**config.mk**
```make
export PLATFORM = sky130hd
export DESIGN_NAME = cipher_trig_ctrl
export DESIGN_NICKNAME = d
export VERILOG_FILES = /design/src/rtl/ctc_pkg.sv /design/src/rtl/ctc_prng.sv /design/src/rtl/ctc_seq.sv /design/src/rtl/ctc_status.sv /design/src/rtl/cipher_trig_ctrl.sv
export SDC_FILE = /design/constraint.sdc
export NUM_CORES = 1
export LEC_CHECK = 0
export ABC_AREA = 1
export ABC_CLOCK_PERIOD_IN_PS = 2110
export CAP_MARGIN = 0
export CORE_UTILIZATION = 49
export CTS_CLUSTER_SIZE = 24
export DETAILED_ROUTE_END_ITERATION = 6
export MAX_ROUTING_LAYER = met4
export PLACE_DENSITY = 0.86
export SYNTH_ARGS = -nofsm -noshare
export SYNTH_HDL_FRONTEND = slang
export SYNTH_SLANG_ARGS = --single-unit
```
**constraint.sdc**
```tcl
create_clock -name clk -period 2.11 [get_ports clk]
set_input_delay 0.211 -clock clk [delete_from_list [all_inputs] [get_ports clk]]
set_output_delay 0.211 -clock clk [all_outputs]
set_load 0.03 [all_outputs]
```
**src/rtl/ctc_pkg.sv**
```systemverilog
package ctc_pkg;
    localparam int NACT       = 6;
    localparam int NWIPE      = 4;
    localparam int ACT_START  = 0;
    localparam int ACT_KEY    = 1;
    localparam int ACT_RESEED = 5;
    localparam logic [NACT-1:0] TRIG_RST = 6'b111110;

    localparam int ST_IDLE  = 0;
    localparam int ST_STALL = 1;
    localparam int ST_OVAL  = 2;
    localparam int ST_IRDY  = 3;
    localparam int NSTAT    = 4;

    typedef enum logic [2:0] {
        S_IDLE,
        S_RESEED,
        S_WIPE,
        S_LAUNCH,
        S_RUN
    } ctc_state_e;
endpackage

```
**src/rtl/ctc_prng.sv**
```systemverilog
module ctc_prng #(
    parameter int          W    = 32,
    parameter logic [W-1:0] TAPS = 32'h80200003,
    parameter logic [W-1:0] SEED = 32'h1ACEB00C
) (
    input  logic         clk,
    input  logic         rst_n,
    input  logic         rs_req_i,
    input  logic         ent_ack_i,
    input  logic [W-1:0] ent_data_i,
    input  logic         adv_i,
    output logic         ent_req_o,
    output logic         rs_done_o,
    output logic [W-1:0] fill_o
);
    logic [W-1:0] lfsr_q;
    logic [W-1:0] lfsr_step;

    assign ent_req_o = rs_req_i;
    assign rs_done_o = rs_req_i & ent_ack_i;
    assign fill_o    = lfsr_q;
    assign lfsr_step = {1'b0, lfsr_q[W-1:1]} ^ (lfsr_q[0] ? TAPS : '0);

    always_ff @(posedge clk or negedge rst_n) begin
        if (!rst_n) begin
            lfsr_q <= SEED;
        end else if (rs_done_o) begin
            lfsr_q <= (ent_data_i == '0) ? SEED : ent_data_i;
        end else if (adv_i) begin
            lfsr_q <= lfsr_step;
        end
    end


    req_hold_chk: assert property (@(posedge clk) disable iff (!rst_n)
        (ent_req_o && !ent_ack_i) |=> ent_req_o);
endmodule

```
**src/rtl/ctc_seq.sv**
```systemverilog
module ctc_seq
    import ctc_pkg::*;
(
    input  logic            clk,
    input  logic            rst_n,
    input  logic            wr_en_i,
    input  logic [NACT-1:0] wr_data_i,
    input  logic            manual_i,
    input  logic            stall_i,
    input  logic            core_done_i,
    input  logic            rs_done_i,
    output logic            rs_req_o,
    output logic            start_o,
    output logic [NWIPE-1:0] wipe_o,
    output logic            quiet_o
);
    ctc_state_e state_q, state_d;
    logic [NACT-1:0]  pend_q, pend_d, done_mask;
    logic [NWIPE-1:0] wipe_sel, wipe_rem;
    logic             any_wipe;

    // lowest pending wipe bit wins: key, IV, input, output
    always_comb begin
        wipe_sel = '0;
        for (int i = 0; i < NWIPE; i++) begin
            if (pend_q[ACT_KEY+i] && (wipe_sel == '0)) wipe_sel[i] = 1'b1;
        end
    end

    assign any_wipe = |pend_q[ACT_KEY +: NWIPE];
    assign wipe_rem = pend_q[ACT_KEY +: NWIPE] & ~wipe_sel;

    // state register and trigger register
    always_ff @(posedge clk or negedge rst_n) begin
        if (!rst_n) begin
            state_q <= S_IDLE;
            pend_q  <= TRIG_RST;
        end else begin
            state_q <= state_d;
            pend_q  <= pend_d;
        end
    end

    // next state
    always_comb begin
        state_d = state_q;
        unique case (state_q)
            S_IDLE: begin
                if (pend_q[ACT_RESEED])                             state_d = S_RESEED;
                else if (any_wipe)                                  state_d = S_WIPE;
                else if (pend_q[ACT_START] && manual_i && !stall_i) state_d = S_LAUNCH;
            end
            S_RESEED: if (rs_done_i) state_d = S_IDLE;
            S_WIPE:   if ((wipe_rem == '0) || pend_q[ACT_RESEED]) state_d = S_IDLE;
            S_LAUNCH: state_d = S_RUN;
            S_RUN:    if (core_done_i) state_d = S_IDLE;
            default:  state_d = S_IDLE;
        endcase
    end

    // outputs and self-clearing of action bits
    always_comb begin
        rs_req_o  = 1'b0;
        start_o   = 1'b0;
        wipe_o    = '0;
        done_mask = '0;
        unique case (state_q)
            S_IDLE: begin
                if (!pend_q[ACT_RESEED] && !any_wipe && pend_q[ACT_START] && !manual_i)
                    done_mask[ACT_START] = 1'b1;
            end
            S_RESEED: begin
                rs_req_o = 1'b1;
                done_mask[ACT_RESEED] = rs_done_i;
            end
            S_WIPE: begin
                wipe_o = wipe_sel;
                done_mask[ACT_KEY +: NWIPE] = wipe_sel;
            end
            S_LAUNCH: begin
                start_o = 1'b1;
                done_mask[ACT_START] = 1'b1;
            end
            S_RUN:   ;
            default: ;
        endcase
        pend_d  = (pend_q & ~done_mask) | (wr_en_i ? wr_data_i : '0);
        quiet_o = (state_q == S_IDLE) && (pend_q == '0);
    end


    one_strobe_chk: assert property (@(posedge clk) disable iff (!rst_n)
        $onehot0({start_o, wipe_o}));

    start_manual_chk: assert property (@(posedge clk) disable iff (!rst_n)
        start_o |-> $past(manual_i));
endmodule

```
**src/rtl/ctc_status.sv**
```systemverilog
module ctc_status
    import ctc_pkg::*;
(
    input  logic             clk,
    input  logic             rst_n,
    input  logic             launch_i,
    input  logic             core_done_i,
    input  logic             din_wr_i,
    input  logic             dout_rd_i,
    input  logic             din_wipe_i,
    input  logic             dout_wipe_i,
    input  logic             quiet_i,
    output logic             stall_o,
    output logic [NSTAT-1:0] status_o
);
    logic in_pend_q, oval_q, stall_q;

    always_ff @(posedge clk or negedge rst_n) begin
        if (!rst_n) begin
            in_pend_q <= 1'b0;
        end else if (din_wr_i) begin
            in_pend_q <= 1'b1;
        end else if (launch_i || din_wipe_i) begin
            in_pend_q <= 1'b0;
        end
    end

    always_ff @(posedge clk or negedge rst_n) begin
        if (!rst_n) begin
            oval_q  <= 1'b0;
            stall_q <= 1'b0;
        end else if (dout_wipe_i) begin
            oval_q  <= 1'b0;
            stall_q <= 1'b0;
        end else if (core_done_i) begin
            if (oval_q && !dout_rd_i) stall_q <= 1'b1;
            oval_q <= 1'b1;
        end else if (dout_rd_i) begin
            if (stall_q) stall_q <= 1'b0;
            else         oval_q  <= 1'b0;
        end
    end

    assign stall_o = stall_q;

    always_comb begin
        status_o           = '0;
        status_o[ST_IDLE]  = quiet_i && !stall_q;
        status_o[ST_STALL] = stall_q;
        status_o[ST_OVAL]  = oval_q;
        status_o[ST_IRDY]  = !in_pend_q;
    end


    stall_needs_oval_chk: assert property (@(posedge clk) disable iff (!rst_n)
        stall_q |-> oval_q);

    stall_from_done_chk: assert property (@(posedge clk) disable iff (!rst_n)
        $rose(stall_q) |-> $past(core_done_i));

    busy_after_launch_chk: assert property (@(posedge clk) disable iff (!rst_n)
        launch_i |=> !status_o[ST_IDLE]);
endmodule

```
**src/rtl/cipher_trig_ctrl.sv**
```systemverilog
module cipher_trig_ctrl
    import ctc_pkg::*;
#(
    parameter int           W    = 32,
    parameter logic [W-1:0] TAPS = 32'h80200003,
    parameter logic [W-1:0] SEED = 32'h1ACEB00C
) (
    input  logic             clk,
    input  logic             rst_n,
    input  logic             trig_wr_i,
    input  logic [NACT-1:0]  trig_data_i,
    input  logic             manual_i,
    input  logic             din_wr_i,
    input  logic             dout_rd_i,
    input  logic             core_done_i,
    input  logic             ent_ack_i,
    input  logic [W-1:0]     ent_data_i,
    output logic             ent_req_o,
    output logic             start_o,
    output logic             key_wipe_o,
    output logic             iv_wipe_o,
    output logic             din_wipe_o,
    output logic             dout_wipe_o,
    output logic [W-1:0]     fill_o,
    output logic [NSTAT-1:0] status_o
);
    logic             rs_req, rs_done, quiet, stall;
    logic [NWIPE-1:0] wipe;

    ctc_seq u_seq (
        .clk         (clk),
        .rst_n       (rst_n),
        .wr_en_i     (trig_wr_i),
        .wr_data_i   (trig_data_i),
        .manual_i    (manual_i),
        .stall_i     (stall),
        .core_done_i (core_done_i),
        .rs_done_i   (rs_done),
        .rs_req_o    (rs_req),
        .start_o     (start_o),
        .wipe_o      (wipe),
        .quiet_o     (quiet)
    );

    ctc_prng #(.W(W), .TAPS(TAPS), .SEED(SEED)) u_prng (
        .clk        (clk),
        .rst_n      (rst_n),
        .rs_req_i   (rs_req),
        .ent_ack_i  (ent_ack_i),
        .ent_data_i (ent_data_i),
        .adv_i      (|wipe),
        .ent_req_o  (ent_req_o),
        .rs_done_o  (rs_done),
        .fill_o     (fill_o)
    );

    ctc_status u_status (
        .clk         (clk),
        .rst_n       (rst_n),
        .launch_i    (start_o),
        .core_done_i (core_done_i),
        .din_wr_i    (din_wr_i),
        .dout_rd_i   (dout_rd_i),
        .din_wipe_i  (wipe[2]),
        .dout_wipe_i (wipe[3]),
        .quiet_i     (quiet),
        .stall_o     (stall),
        .status_o    (status_o)
    );

    assign key_wipe_o  = wipe[0];
    assign iv_wipe_o   = wipe[1];
    assign din_wipe_o  = wipe[2];
    assign dout_wipe_o = wipe[3];
endmodule

```
==> results of run 1 <==
-- through the flow --
| step | hold slack, ns | instance area [um^2] | worst slack [ns] | util, % | power [mW] |
|---|---|---|---|---|---|
| 5_1_grt | 0.0638 | 3540 | 0.00751 | 72.6 | 4.91 |
| 3_3_place_gp | 0.366 | 3460 | 0.172 | 70.9 | 3.98 |
| 2_1_floorplan | -0.0846 | 2560 | 0.410 | - | 3.17 |
| 3_5_place_dp | 0.361 | 3460 | 0.138 | 70.9 | 4.04 |
| 4_1_cts | 0.0290 | 3540 | 0.0505 | 72.6 | 4.61 |
| 6_report | 0.00789 | 3540 | 0.0981 | 72.6 | 4.57 |
-- path summary, 6_finish.rpt --
check / to / slack [ns] / start / depth (start not counted)
max: key_wipe_o / 0.1 / u_seq.state_q[2] / 4
min: u_prng.fill_o[29] / 0.008 / rst_n / 1
max reg2reg: u_prng.fill_o[23] / 0.49 / u_seq.state_q[2] / 8
min reg2reg: u_prng.fill_o[13] / 0.48 / u_prng.fill_o[13] / 2
max in group asynchronous: u_seq.pend_q[4] / 1.41 / rst_n / 2
min in group clk: u_seq.pend_q[1] / 0.43 / trig_data_i[1] / 3
-- state kept, by name, summed over array words and instances, names as in the netlist --
signal              flops
u_status.in_pend_q      1
u_status.stall_o        1
u_status.oval_q         1
u_seq.pend_q            6
u_prng.fill_o          32
u_seq.state_q           3
-- placed cells by master, fill, tap and decap left out, types with 2 or more instances in the layout --
master / n
clkdlybuf4s50_1: 81
o21ai_0: 36
nor2_1: 69
clkbuf_1: 2
nand2_1: 150
inv_2: 3
o21ai_1: 6
nor2_2: 2
xnor2_1: 3
a21oi_1: 2
buf_4: 6
nand3b_1: 2
nor3_1: 6
dlygate4sd2_1: 3
dfstp_2: 18
clkbuf_8: 6
inv_1: 16
nand3_1: 6
dfrtp_1: 26
-- cell usage after synthesis, drive strengths merged --
cell type / count / area (um^2)
a31oi: 1 / 21.3
clkbuf: 5 / 18.8
dfstp: 18 / 473
nand3b: 2 / 15.0
nor3: 7 / 40.0
o21bai: 1 / 7.51
dfrtp: 26 / 651
xnor2: 3 / 26.3
a21oi: 2 / 10.0
nand3: 7 / 40.0
nor2: 73 / 303
nand2: 151 / 569
o22ai: 1 / 6.26
o21ai: 42 / 210
inv: 19 / 71.3
buf: 14 / 96.3
-- power breakdown --
group | total (mW) | switching, mW | internal, mW
clock | 0.548 | 0.281 | 0.267
sequential | 1.52 | 0.267 | 1.25
combinational | 2.50 | 1.50 | 1.00
total | 4.57 | 2.05 | 2.53
-- logic make-up after synthesis --
group                  Yosys count
AO/OA/AOI/OAI                   47
XOR/XNOR                         3
buffers and inverters           38
flip-flops                      44
AND/OR/NAND/NOR                240
-- timing repair --
item / in CTS / in global routing
setup buffers: 0 / 0
gates resized for setup: 4 / 4
endpoints found under the setup margin: 4 / 2
hold buffers: 0 / 0
-- per-layer routing --
layer	vias up	part of all wire [%]	global-route usage, %
met5	-	0	-
met4	0	1.9	10.5
met3	11	7.3	5.56
met2	100	49	44.0
met1	1228	42	29.7
li1	1313	-	-
-- cell type report --
cell class              instances  area share (%)
clock buffers                   8            2.54
inverters                      19            2.01
multi-input cells             290            35.3
flip-flops and latches         44            31.7
well taps                      67            2.37
repair buffers                 94            26.1
==> summary.md, run 1 <==
| Metric | Value |
|---|---|
| Placed cells | 514 |
| Starting Density | 52.4% |
| Grt total ovfl | 0 |
| Outcome | finished clean |
| Sequential share of the synthesized area | 43.9% |
| Dpl hpwl | 4.72 mm |
| Final wirelength | 6.51 mm |
| CTS Buf Count | 5 |
| Count of final setup violators | 0 |
| Fin Setup TNS | 0 ns |
| Largest family of logic cells by synthesized area | simple AND/OR/NAND/NOR gates |
| Antenna cells | 0 |
| CP required | 1.90 ns |
| Crit-path max FO | 6 |
| 1st-pass router iterations | 4 |
| Cell variety after synth | 26 |
| Critical path class | reg2out |
| CTS tree | built |
| Vias/cell | 5.08 |
| Tightest Hold Check Type | in2async |
| Post-route ant nets | 0 |
| Initial antenna violation count | 0 |
| Relative slew slack | 43.1% |
| Synth Area in XOR/XNOR | 1.03% |
| Fin crit period | 2.01 ns |
| Clock-pin slew of the registers on the worst-case setup and hold paths | 0.08 ns |
| Pin count of the biggest net entering global routing | 40 |
| Fin nets | 500 |
| Number of clock sinks | 44 |
| Clk root buf | clkbuf_8 |
| Die Height | 74.3 um |
| Global Route Usage Sum | 25.9% |
| Synth Net Count | 418 |
| Post-Syn Instances | 372 |
| Die Width | 74.3 um |
| CTS Buffer Depth | 2 |
| DR vias | 2652 |
| # rows | 25 |
| Wire length of the first global-routing pass | 10.6 mm |
| CP startpoint kind | flop |
| Layout cells sized above 1 | 9.67% |
| Core area | 4880 um^2 |
| Syn Area/Cell | 6.88 um^2 |
| Slowest-stage cell, CP | clkdlybuf4s50_1 |
| Final Non-Filler Cells | 522 |
| Global placement routability congestion | 0.792 |
| Critical path data arrival time | 1.80 ns |
| DRC viols | 0 |
| Crit path max-delay family | buffers and inverters |
| Port Buf Inserts | 87 |
| Static leakage | 1.72 nW |
| # Max-Cap Violations | 0 |
| CP max stage delay | 0.68 ns |
| Crit path buf inv count | 2 |
| FF/Latch Area | 1120 um^2 |
| Initial DRC count | 241 |
| Pins Over Slew Limit | 0 |
| CP endpoint kind | output pin |
| Clock skew | 0.00403 ns |
| Tcrit/Tclk final | 95.4% |
| Mux contribution to synthesized area | 0% |
| Area share of and/or/nand/nor cells after synthesis | 37.8% |
| Hold Violations, Final | 0 |
| Unrepaired setup endpoints after global routing | no |
| Ports | 88 |
| Synthesized cell area | 2560 um^2 |
| Synth Area in Adders | 0% |
| CTS HTree Levels | 2 |
| Full die area | 5510 um^2 |
| Pwr/cell area | 1290 nW/um^2 |
| Fmax | 497 MHz |
| Footprint of the multi-input gates | 1250 um^2 |
| VDD IR max | 0.577 mV |
| Fill cells | 421 |
| Number of synthesized register bits | 44 |
| Layout Area Growth over Synthesis | 38.4% |
| Slew @ Worst Pin | 0.854 ns |
| Number of global-route vias before repair | 2492 |
| Compound-Gate Fraction of Synth Area | 9.98% |
| Later-pin clock latency in the skew report | 0.30 ns |
| WL per Instance | 12.5 um |
| Yosys warning count | 0 |
| CP cell instances | inv_2 -> nand3_2 -> nor2_1 -> clkdlybuf4s50_1 |
Power figures use the tool's default switching activity.
==> run 2: changes to the inputs <==
--- a/config.mk
+++ b/config.mk
@@ -5,14 +5,14 @@
 export SDC_FILE = /design/constraint.sdc
 export NUM_CORES = 1
 export LEC_CHECK = 0
-export ABC_AREA = 1
 export ABC_CLOCK_PERIOD_IN_PS = 2110
 export CAP_MARGIN = 0
-export CORE_UTILIZATION = 49
+export CORE_ASPECT_RATIO = 0.5
+export CORE_UTILIZATION = 47
 export CTS_CLUSTER_SIZE = 24
 export DETAILED_ROUTE_END_ITERATION = 6
 export MAX_ROUTING_LAYER = met4
-export PLACE_DENSITY = 0.86
+export PLACE_DENSITY = 0.85
 export SYNTH_ARGS = -nofsm -noshare
 export SYNTH_HDL_FRONTEND = slang
 export SYNTH_SLANG_ARGS = --single-unit
==> run 2 against run 1 <==
  * Flip-flop and latch count unchanged
  * Via count decreased by 16%
  * Highest routed layer unchanged
  * Design area decreased by 6.6%
  * Register-to-register slack got worse by 0.24 ns
==> summary.md, run 2 <==
| Metric | Value |
|---|---|
| Die Width | 100 um (+35%) |
| Synthesized cell area | 2270 um^2 (-11%) |
| Critical path data arrival time | 1.79 ns (about the same) |
| Tcrit/Tclk final | 94.7% (-0.61 points) |
| Most common cell after layout, fill and taps aside | clkdlybuf4s50_1 |
| Cell variety after synth | 41 (+58%) |
| Post-route ant nets | 0 (unchanged) |
| DRC viols | 0 (unchanged) |
| Die Height | 51.1 um (-31%) |
| # Max-Cap Violations | 0 (unchanged) |
| Final wirelength | 6.09 mm (-6.3%) |
| Pwr/cell area | 1510 nW/um^2 (+17%) |
| Static leakage | 1.38 nW (-20%) |
| Pin count of the biggest net entering global routing | 45 (+13%) |
| Vias/cell | 5.44 (+7.1%) |
| CP cell instances | or3b_4 -> buf_4 -> nor3b_1 -> buf_4 |
| Full die area | 5130 um^2 (-7.1%) |
| Hold Violations, Final | 0 (unchanged) |
| Synth top cells by count | nand2_1, nor2_1, dfrtp_1, dfstp_2, a31oi_1 |
| Async S/R FF share, synth | 100% (unchanged) |
| CP required | 1.90 ns (about the same) |
| Max reg flops | 32 (unchanged) |
| CTS Buf Count | 5 (unchanged) |
| WL per Instance | 14.9 um (+20%) |
| Hold path startpoint | trig_data_i[2] |
| Core area | 4510 um^2 (-7.6%) |
| CTS tree | built |
| Fin nets | 387 (-23%) |
| CP Launch Point | u_seq.state_q[0] |
| Number of synthesized register bits | 44 (unchanged) |
| Slew @ Worst Pin | 0.552 ns (-0.301 ns) |
| Starting Density | 50.3% (-2.1 points) |
| CTS Buffer Depth | 2 (unchanged) |
| CP startpoint kind | flop |
| Count of final setup violators | 0 (unchanged) |
| # rows | 17 (-32%) |
| Unrepaired setup endpoints after global routing | no |
| Clock skew | 0.00562 ns (+0.00160 ns) |
| CP endpoint kind | output pin |
| Area contributors post-synth | dfrtp_1, dfstp_2, nand2_1 |
| Antenna cells | 0 (unchanged) |
| Post-synth top area share | 28.7% (+3.3 points) |
| Relative slew slack | 63.2% (+20 points) |
| Layout cells sized above 1 | 16.1% (+6.4 points) |
| VDD IR max | 0.755 mV (+31%) |
| Later-pin clock latency in the skew report | 0.30 ns (about the same) |
| Number of clock sinks | 44 (unchanged) |
| Wire length of the first global-routing pass | 9.80 mm (-7.9%) |
| Cell accounting for the most synthesized area | dfrtp_1 |
| Synth Net Count | 300 (-28%) |
| Fill cells | 338 (-20%) |
| Layout Area Growth over Synthesis | 45.9% |
| Global placement routability congestion | 0.803 (+1.4%) |
| RR Startpoint | u_seq.pend_q[1] |
| Clock-pin slew of the registers on the worst-case setup and hold paths | 0.08 ns (about the same) |
| EDFF count, synth | 0 (unchanged) |
| Tightest Hold Check Type | in2reg |
| DR vias | 2220 (-16%) |
| Outcome | finished clean |
| FF/Latch Area | 1120 um^2 (unchanged) |
| Fmax | 500 MHz (+0.65%) |
| 1st-pass router iterations | 4 (unchanged) |
| Fin crit period | 2.00 ns (-0.0130 ns) |
| Sequential share of the synthesized area | 49.5% (+5.6 points) |
| Most used cell along the critical path | buf_4 |
| Global Route Usage Sum | 25.3% (-0.56 points) |
| Port Buf Inserts | 87 (unchanged) |
| Top FF cell, synth | dfrtp_1 |
| Number of global-route vias before repair | 2116 (-15%) |
| Critical path class | reg2out |
| Slowest-stage cell, CP | or3b_4 |
| Most frequent cell after synthesis | nand2_1 |
| Final hold slack | 0.421 ns (+0.414 ns) |
| Pins Over Slew Limit | 0 (unchanged) |
| Ports | 88 (unchanged) |
| Most frequent cells in the layout | clkdlybuf4s50_1, nand2_1, nor2_1, dfrtp_1, dfstp_2 |
| Crit-path max FO | 8 (+2) |
| Post-Syn Instances | 254 (-32%) |
| CTS HTree Levels | 2 (unchanged) |
| Initial antenna violation count | 0 (unchanged) |
| Syn Area/Cell | 8.93 um^2 (+30%) |
| Dpl hpwl | 4.43 mm (-6.0%) |
| Initial DRC count | 93 (-61%) |
| Clk root buf | clkbuf_8 |
| Yosys warning count | 0 (unchanged) |
| Footprint of the multi-input gates | 1030 um^2 (-18%) |
| Grt total ovfl | 0 (unchanged) |
| Fin Setup TNS | 0 ns (unchanged) |
| CP max stage delay | 0.47 ns (-0.21 ns) |
[run 2: cell types whose count changed after synthesis, sizes merged, moves of 11 or more]
cell   previous run  this run
nand2           151        69
nor2             73        34
o21ai            42        10
a31oi             1        16
inv              19         6
a32oi             0        13
nor4              0        11
[run 2: final timing paths]
kind	end	slack, ns	depth (start not counted)
max	iv_wipe_o	0.11	4
min	u_seq.pend_q[2]	0.42	3
max reg2reg	u_prng.fill_o[25]	0.25	6
min reg2reg	u_prng.fill_o[28]	0.52	2
max in group asynchronous	u_prng.fill_o[3]	1.18	3
min in group asynchronous	u_seq.pend_q[0]	0.54	3
[run 2: area by class of cell]
cell class                      instances  share of cell area [%]
Sequential cell                        44                    34.0
Multi-Input combinational cell        187                    31.0
Clock inverter                          3                    1.29
Tap cell                               66                    2.50
Timing Repair Buffer                   97                    28.5
Inverter                                6                   0.681
Clock buffer                            5                    2.08
[run 2: stage by stage]
step	instance area (um^2)	power [mW]	setup WS [ns]	instances	util, %
floorplan	2280	3.32	0.216	254	-
global placement	3180	4.25	0.133	399	70.4
detailed placement	3180	4.32	0.0766	399	70.4
CTS	3300	4.99	0.0345	408	73.1
global route	3310	5.27	0.0187	408	73.4
finish	3310	4.98	0.111	408	73.4
[run 2: metal layers]
layer | vias up | track usage, % | share of wire (%)
li1 | 1066 | - | -
met1 | 1087 | 31.6 | 44
met2 | 62 | 44.3 | 51
met3 | 5 | 4.24 | 3.9
met4 | 0 | 5.31 | 0.69
met5 | - | - | 0
[run 2: power by group]
group | switching [mW] | total, mW | internal (mW)
Sequential | 0.366 | 1.71 | 1.35
Clock | 0.295 | 0.646 | 0.350
Combinational | 1.47 | 2.62 | 1.15
[run 2: logic make-up (layout without fill, tap and decap cells)]
| family | Yosys count | count (layout) | synth area share, % |
|---|---|---|---|
| flip-flops | 44 | 44 | 49.5 |
| multiplexers | 2 | 2 | 1.16 |
| XOR/XNOR | 3 | 3 | 1.16 |
| AND/OR/NAND/NOR | 130 | 130 | 25.9 |
| AO/OA/AOI/OAI | 52 | 52 | 15.7 |
| buffers and inverters | 23 | 111 | 6.56 |
[run 2: worst max-delay path, delay by kind of cell, from the launching register on]
kind | cells | cell delay, ns
flip-flops | 1 | 0.45
AND/OR/NAND/NOR | 2 | 0.67
buffers and inverters | 2 | 0.37
[run 2: what timing repair did]
item,4_1_cts,5_1_grt
buffers inserted,0,0
resized for setup,3,6
endpoints found under the setup margin,4,3
hold endpoints to repair,19,0
hold buffers,1,0
==> run 3: changes to the inputs <==
--- a/config.mk
+++ b/config.mk
@@ -11,6 +11,7 @@
 export CORE_UTILIZATION = 47
 export CTS_CLUSTER_SIZE = 24
 export DETAILED_ROUTE_END_ITERATION = 6
+export HOLD_SLACK_MARGIN = 0.12
 export MAX_ROUTING_LAYER = met4
 export PLACE_DENSITY = 0.85
 export SYNTH_ARGS = -nofsm -noshare
==> results of run 3 <==
Final layout, timing and power as in run 2 (identical DEF).
